**src/rtl/ivsel_pkg.sv**
```systemverilog
package ivsel_pkg;

    typedef enum logic [1:0] {
        OP_ADD = 2'd0,
        OP_SUB = 2'd1,
        OP_MUL = 2'd2,
        OP_DIV = 2'd3
    } op_e;

    // sign class with non-strict edges (zero joins either side)
    typedef enum logic [1:0] {
        SPAN_NONNEG = 2'd0,
        SPAN_MIXED  = 2'd1,
        SPAN_NONPOS = 2'd2
    } span_e;

    // sign class with strict edges (zero is its own class)
    typedef enum logic [1:0] {
        STRICT_POS  = 2'd0,
        STRICT_NEG  = 2'd1,
        STRICT_ZERO = 2'd2
    } strict_e;

    // 0 picks the lower bound, 1 the upper bound
    typedef struct packed {
        logic lo_a;
        logic lo_b;
        logic hi_a;
        logic hi_b;
    } pick_t;

endpackage

```
**src/rtl/ivsel_bound_flags.sv**
```systemverilog
module ivsel_bound_flags #(
    parameter int FP_W = 64
) (
    input  logic [FP_W-1:0] bound,
    output logic            is_neg,
    output logic            is_zero
);
    localparam int SIGN_BIT = FP_W - 1;

    always_comb begin
        is_zero = ~|bound[SIGN_BIT-1:0];
        is_neg  = bound[SIGN_BIT] & ~is_zero;
    end
endmodule

```
**src/rtl/ivsel_span_class.sv**
```systemverilog
module ivsel_span_class
    import ivsel_pkg::*;
(
    input  logic    lo_neg,
    input  logic    lo_zero,
    input  logic    hi_neg,
    input  logic    hi_zero,
    output span_e   span,
    output strict_e strict
);
    always_comb begin
        if (!lo_neg)                span = SPAN_NONNEG;
        else if (hi_neg || hi_zero) span = SPAN_NONPOS;
        else                        span = SPAN_MIXED;

        if (!lo_neg && !lo_zero)    strict = STRICT_POS;
        else if (hi_neg)            strict = STRICT_NEG;
        else                        strict = STRICT_ZERO;
    end
endmodule

```
**src/rtl/ivsel_pick_table.sv**
```systemverilog
module ivsel_pick_table
    import ivsel_pkg::*;
(
    input  op_e     op,
    input  logic    pass,
    input  span_e   a_span,
    input  strict_e a_strict,
    input  span_e   b_span,
    input  strict_e b_strict,
    output pick_t   pick,
    output logic    need_post
);
    pick_t mul_pick;
    logic  mul_post;
    pick_t div_pick;
    logic  div_post;

    always_comb begin
        mul_post = 1'b0;
        mul_pick = '{lo_a: 1'b0, lo_b: 1'b0, hi_a: 1'b1, hi_b: 1'b1};
        unique case (a_span)
            SPAN_NONNEG: begin
                unique case (b_span)
                    SPAN_NONNEG: mul_pick = 4'b0011;
                    SPAN_MIXED:  mul_pick = 4'b1011;
                    SPAN_NONPOS: mul_pick = 4'b1001;
                    default:     mul_pick = 4'b0011;
                endcase
            end
            SPAN_MIXED: begin
                unique case (b_span)
                    SPAN_NONNEG: mul_pick = 4'b0111;
                    SPAN_MIXED: begin
                        mul_post = 1'b1;
                        mul_pick = pass ? 4'b1011 : 4'b0100;
                    end
                    SPAN_NONPOS: mul_pick = 4'b1000;
                    default:     mul_pick = 4'b0011;
                endcase
            end
            SPAN_NONPOS: begin
                unique case (b_span)
                    SPAN_NONNEG: mul_pick = 4'b0110;
                    SPAN_MIXED:  mul_pick = 4'b0100;
                    SPAN_NONPOS: mul_pick = 4'b1100;
                    default:     mul_pick = 4'b0011;
                endcase
            end
            default: mul_pick = 4'b0011;
        endcase
    end

    always_comb begin
        div_post = 1'b0;
        div_pick = 4'b0011;
        unique case (b_strict)
            STRICT_POS: begin
                unique case (a_span)
                    SPAN_NONNEG: div_pick = 4'b0110;
                    SPAN_MIXED:  div_pick = 4'b0010;
                    SPAN_NONPOS: div_pick = 4'b0011;
                    default:     div_pick = 4'b0011;
                endcase
            end
            STRICT_NEG: begin
                unique case (a_span)
                    SPAN_NONNEG: div_pick = 4'b1100;
                    SPAN_MIXED:  div_pick = 4'b1101;
                    SPAN_NONPOS: div_pick = 4'b1001;
                    default:     div_pick = 4'b0011;
                endcase
            end
            STRICT_ZERO: begin
                div_post = 1'b1;
                unique case (a_strict)
                    STRICT_POS:  div_pick = 4'b0100;
                    STRICT_NEG:  div_pick = 4'b1011;
                    STRICT_ZERO: div_pick = 4'b0011;
                    default:     div_pick = 4'b0011;
                endcase
            end
            default: div_pick = 4'b0011;
        endcase
    end

    always_comb begin
        unique case (op)
            OP_ADD: begin pick = 4'b0011; need_post = 1'b0;     end
            OP_SUB: begin pick = 4'b0110; need_post = 1'b0;     end
            OP_MUL: begin pick = mul_pick; need_post = mul_post; end
            OP_DIV: begin pick = div_pick; need_post = div_post; end
            default: begin pick = 4'b0011; need_post = 1'b0;    end
        endcase
    end

    // single-pass multiply and divide feed the two units different pairs
    always_comb begin
        if ((op == OP_MUL || op == OP_DIV) && !need_post) begin
            distinct_pairs_chk: assert ({pick.lo_a, pick.lo_b} != {pick.hi_a, pick.hi_b})
                else $error("distinct_pairs_chk");
        end
    end
endmodule

```
**src/rtl/ivsel_operand_mux.sv**
```systemverilog
module ivsel_operand_mux
    import ivsel_pkg::*;
#(
    parameter int FP_W  = 64,
    parameter int UNITS = 2
) (
    input  logic [FP_W-1:0] a_lo,
    input  logic [FP_W-1:0] a_hi,
    input  logic [FP_W-1:0] b_lo,
    input  logic [FP_W-1:0] b_hi,
    input  pick_t           pick,
    output logic [FP_W-1:0] unit_a [UNITS],
    output logic [FP_W-1:0] unit_b [UNITS]
);
    logic [UNITS-1:0] sel_a;
    logic [UNITS-1:0] sel_b;

    assign sel_a = {pick.hi_a, pick.lo_a};
    assign sel_b = {pick.hi_b, pick.lo_b};

    for (genvar u = 0; u < UNITS; u++) begin : g_unit
        assign unit_a[u] = sel_a[u] ? a_hi : a_lo;
        assign unit_b[u] = sel_b[u] ? b_hi : b_lo;
    end
endmodule

```
**src/rtl/ivsel_operand_select.sv**
```systemverilog
module ivsel_operand_select
    import ivsel_pkg::*;
#(
    parameter int FP_W = 64
) (
    input  logic [FP_W-1:0] a_lo,
    input  logic [FP_W-1:0] a_hi,
    input  logic [FP_W-1:0] b_lo,
    input  logic [FP_W-1:0] b_hi,
    input  logic [1:0]      op,
    input  logic            pass,
    output logic            sel_lo_a,
    output logic            sel_lo_b,
    output logic            sel_hi_a,
    output logic            sel_hi_b,
    output logic            need_post,
    output logic [FP_W-1:0] lo_a,
    output logic [FP_W-1:0] lo_b,
    output logic [FP_W-1:0] hi_a,
    output logic [FP_W-1:0] hi_b
);
    localparam int NBOUND = 4;
    localparam int UNITS  = 2;

    logic [FP_W-1:0] bounds [NBOUND];
    logic [NBOUND-1:0] neg_f;
    logic [NBOUND-1:0] zero_f;

    assign bounds[0] = a_lo;
    assign bounds[1] = a_hi;
    assign bounds[2] = b_lo;
    assign bounds[3] = b_hi;

    for (genvar k = 0; k < NBOUND; k++) begin : g_flags
        ivsel_bound_flags #(.FP_W(FP_W)) u_flags (
            .bound   (bounds[k]),
            .is_neg  (neg_f[k]),
            .is_zero (zero_f[k])
        );
    end

    span_e   a_span, b_span;
    strict_e a_strict, b_strict;

    ivsel_span_class u_cls_a (
        .lo_neg (neg_f[0]), .lo_zero (zero_f[0]),
        .hi_neg (neg_f[1]), .hi_zero (zero_f[1]),
        .span   (a_span),   .strict  (a_strict)
    );

    ivsel_span_class u_cls_b (
        .lo_neg (neg_f[2]), .lo_zero (zero_f[2]),
        .hi_neg (neg_f[3]), .hi_zero (zero_f[3]),
        .span   (b_span),   .strict  (b_strict)
    );

    op_e   op_q;
    pick_t pick;

    assign op_q = op_e'(op);

    ivsel_pick_table u_table (
        .op        (op_q),
        .pass      (pass),
        .a_span    (a_span),
        .a_strict  (a_strict),
        .b_span    (b_span),
        .b_strict  (b_strict),
        .pick      (pick),
        .need_post (need_post)
    );

    logic [FP_W-1:0] unit_a [UNITS];
    logic [FP_W-1:0] unit_b [UNITS];

    ivsel_operand_mux #(.FP_W(FP_W), .UNITS(UNITS)) u_mux (
        .a_lo   (a_lo),
        .a_hi   (a_hi),
        .b_lo   (b_lo),
        .b_hi   (b_hi),
        .pick   (pick),
        .unit_a (unit_a),
        .unit_b (unit_b)
    );

    assign sel_lo_a = pick.lo_a;
    assign sel_lo_b = pick.lo_b;
    assign sel_hi_a = pick.hi_a;
    assign sel_hi_b = pick.hi_b;
    assign lo_a     = unit_a[0];
    assign hi_a     = unit_a[1];
    assign lo_b     = unit_b[0];
    assign hi_b     = unit_b[1];

    always_comb begin

        if (need_post) begin
            post_op_chk: assert (op_q == OP_MUL || op_q == OP_DIV)
                else $error("post_op_chk");
        end

        if (op_q == OP_DIV && (neg_f[2] || zero_f[2]) && !neg_f[3]) begin
            div_zero_post_chk: assert (need_post)
                else $error("div_zero_post_chk");
        end

        if (op_q == OP_ADD) begin
            add_route_chk: assert (lo_a == a_lo && lo_b == b_lo && hi_a == a_hi && hi_b == b_hi)
                else $error("add_route_chk");
        end

        if (op_q == OP_SUB) begin
            sub_route_chk: assert (lo_a == a_lo && lo_b == b_hi && hi_a == a_hi && hi_b == b_lo)
                else $error("sub_route_chk");
        end

        if (op_q == OP_MUL && a_span == SPAN_MIXED && b_span == SPAN_MIXED && !pass) begin
            mul_first_pass_chk: assert (lo_a == a_lo && hi_a == a_lo && need_post)
                else $error("mul_first_pass_chk");
        end
    end
endmodule

```
**config.mk**
```make
export PLATFORM = sky130hd
export DESIGN_NAME = ivsel_operand_select
export DESIGN_NICKNAME = d
export VERILOG_FILES = /design/src/rtl/ivsel_pkg.sv /design/src/rtl/ivsel_bound_flags.sv /design/src/rtl/ivsel_span_class.sv /design/src/rtl/ivsel_pick_table.sv /design/src/rtl/ivsel_operand_mux.sv /design/src/rtl/ivsel_operand_select.sv
export SDC_FILE = /design/constraint.sdc
export NUM_CORES = 1
export LEC_CHECK = 0
export BUFFER_PORTS_ARGS = -buffer_cell sky130_fd_sc_hd__buf_2
export CAP_MARGIN = 20
export CORE_AREA = 2 2 200 202
export DETAILED_ROUTE_END_ITERATION = 10
export DIE_AREA = 0 0 202 204
export PLACE_DENSITY = 0.45
export SYNTH_ARGS = -nofsm -noshare
export SYNTH_HDL_FRONTEND = slang
export SYNTH_HIERARCHICAL = 1
export SYNTH_SLANG_ARGS = --single-unit
export TNS_END_PERCENT = 30
```
**constraint.sdc**
```tcl
create_clock -name vclk -period 3.38
set_input_delay 0 -clock vclk [all_inputs]
set_output_delay 0 -clock vclk [all_outputs]
set_load 0.02 [all_outputs]
```
==> flow_summary_export.csv <==
group,metric,value,unit
setup_path,cp.required,3.38,ns
logic_synthesis,synth_mux_area_frac,0.6851,
logic_synthesis,netlist_area,0.004239,mm²
sta,finalHoldViolations,0,
logic_synthesis,synth_top_area_frac,0.6827,
layout,seq_cells,0,
global_route,grt_usage,0.1546,
sta,fmax,293.0,MHz
global_route,met2_usage,0.3062,
drt,drt_iter0_markers,312,
floorplan,core_area,0.03918,mm²
drt,num_vias,6484,
setup_path,path_class,"input pin to output pin",
logic_synthesis,avgSynthCellArea,9.951,µm²
power_and_ir_drop,seq_power_share,0,
setup_path,critPathLaunchType,"input pin",
global_route,globalRouteOverflowTotal,0,
global_route,use_met3,0.02392,
global_route,met1_usage,0.1651,
outcome,violations,"negative setup slack",
sta,setup_viol,15,
logic_synthesis,ys_top_cells_by_area,"mux2_2 68%, nor4_1 8.9%, clkbuf_8 7.8%",
logic_synthesis,synth_cell_types,33,
global_route,grt_first_pass_wirelength,46720,µm
power_and_ir_drop,vdd_drop_max,0.09109,mV
sta,relSlewSlack,0.5744,
place,port_buffers,520,
layout,area_delta_synth_final,101.8,%
logic_synthesis,synthXorXnorAreaFrac,0,
outcome,status,"finished, violations left",
sta,layout_setup_ws,-0.03350,ns
layout,multi_input_area,0.004172,mm²
floorplan,ios,520,
power_and_ir_drop,p_leak,3.886,nW
floorplan,fp.dieW,202,µm
logic_synthesis,synth_top_area_cell,"mux2_2",
floorplan,rows,73,
drt,antenna_left,0,
logic_synthesis,synth_top_family_by_area,"multiplexers",
logic_synthesis,netlist_instances,426,
drt,first_pass_iters,4,
floorplan,start_util,0.1082,
power_and_ir_drop,internal_power,0.8004,mW
sta,fin_crit_sh,1.010,
setup_path,critPathMaxFanout,13,
global_route,grt_pass1_vias,6494,
drt,drcViolationCount,0,
sta,period_needed,3.413,ns
floorplan,dieArea,0.04121,mm²
layout,fillCellCount,4372,
drt,routed_wl,35550,µm
sta,slew_viol_final,0,
layout,register_area,0,µm²
sta,max_slew.worst_pin.slew,0.6326,ns
worst_hold_path,min_path_cells,3,
worst_hold_path,hold_path_class,"input pin to output pin",
logic_synthesis,synthTopCellsByCount,"257 x mux2_2, 60 x nor4_1, 24 x clkbuf_8, 16 x nand4_1",
power_and_ir_drop,combPwrFrac,1.000,
clocking,cts_hold_buf,0,
sta,rsz0062_at_grt,"true",
flow_run,drv_cap,0,
layout,nets,1254,
setup_path,worstPathArrival,3.41,ns
logic_synthesis,yosys_warnings,6,
power_and_ir_drop,power_density,210.8,mW/mm²
layout,fin_area,0.008553,mm²
power_and_ir_drop,p_switching,1.002,mW
logic_synthesis,yosysMostFrequentCell,"mux2_2",
global_route,antenna_found_initial,10,
global_route,grt.busiest_layer,"met2",
global_route,grt_max_degree,37,
floorplan,dieHeight,204,µm
logic_synthesis,yosys.area_share.simple,0.1706,
place,dp_hpwl,30840,µm
power_and_ir_drop,clkPwrFrac,0,
logic_synthesis,ys_seq_area_frac,0,
place,gp_congestion,0.9884,
logic_synthesis,synth_fp_nets,689,
setup_path,end_kind,"output pin",
drt,vias_per_cell,4.274,
logic_synthesis,synth_compound_area_frac,0.04221,
sta,tns,-0.2281,ns
layout,drive_gt1_frac,0.8948,
logic_synthesis,synthAdderAreaFrac,0.01181,
power_and_ir_drop,p_sw_frac,0.5560,
drt,wire_per_inst,23.43,µm
layout,nClkBuffers,0,
place,placed_cell_area,0.007761,mm²
==> power groups by stage <==
stage | registers, mW | logic (mW) | clock network, mW
2_1_floorplan | 0 | 0.932 | 0
3_3_place_gp | 0 | 1.66 | 0
3_5_place_dp | 0 | 1.66 | 0
4_1_cts | 0 | 1.70 | 0
5_1_grt | 0 | 1.89 | 0.000000119
6_report | 0 | 1.80 | 0.000000119
==> final cells by class <==
type / instances / share of cell area
antenna: 3 / 0.0008777
inverter: 2 / 0.0008777
multi-input combinational: 396 / 0.4877
tap: 525 / 0.07680
timing repair buffer: 591 / 0.4337
==> stage by stage <==
step,total power [mW],instances,hold slack [ns],utilization,worst slack [ns]
after detailed placement,1.656,1503,0.3753,0.1981,-0.2178
after floorplan,0.9315,426,0.1821,-,0.4748
after global placement,1.655,1503,0.3746,0.1981,-0.1634
after global routing,1.888,1517,0.3628,0.2183,-0.1632
final,1.803,1517,0.3466,0.2183,-0.03350
after CTS,1.703,1505,0.3759,0.2037,-0.03116
==> final timing paths <==
path	slack [ns]	startpoint	to
max	-0.03	a_lo[31]	lo_a[38]
min	0.35	a_hi[60]	lo_a[60]
==> what timing repair did <==
action                                  in CTS  in global routing
endpoints found under the setup margin     253                244
buffers inserted                             3                  4
resized for setup                           40                126
pin swaps                                    7                  9
gates cloned                                 1                  6
==> cells by family (layout without fill, tap and decap cells) <==
| kind of cell | after synthesis | after routing |
|---|---|---|
| AND/OR/NAND/NOR | 111 | 111 |
| adder cells (fa/ha/maj) | 4 | 4 |
| multiplexers | 258 | 258 |
| AO/OA/AOI/OAI | 23 | 23 |
| other | 0 | 3 |
| buffers and inverters | 30 | 593 |
==> metal layers <==
metal  up-vias  wire length, µm
met2       392            18770
met3        64             2498
met5         -               51
met1      3129            12790
met4         8             1439
li1       2891                -
==> critical path: stages <==
cell and delay (ns):
buf_2 0.13, nor4_1 0.58, nand4_1 0.30, o41a_1 0.53, o21a_1 0.25, nand2_1 0.10
nand3b_1 0.09, a21boi_0 0.14, o211ai_1 0.30, clkbuf_16 0.26, buf_16 0.16, mux2_2 0.38
buf_2 0.17
==> cell usage in the layout, fill, tap and decap left out, types with 2 or more instances in the layout <==
cell         n
nor3b_4      2
nor3_1       4
nor4_2      11
buf_12       9
buf_4       57
mux2_4      12
diode_2      3
buf_16       2
nor4_1      45
clkbuf_16    6
ha_4         3
nand3b_1     3
nand2_1      4
buf_6       43
buf_8        4
nand2b_1     4
o21ba_1      2
inv_2        2
nor2_1       3
nand4_1     16
o21a_1       4
buf_2      470
nor2b_1      4
a21oi_1      2
o41a_1       4
nor4_4       8
mux2_2     245
a21oi_2      2
Note: power is estimated with default switching activity, not from simulation.
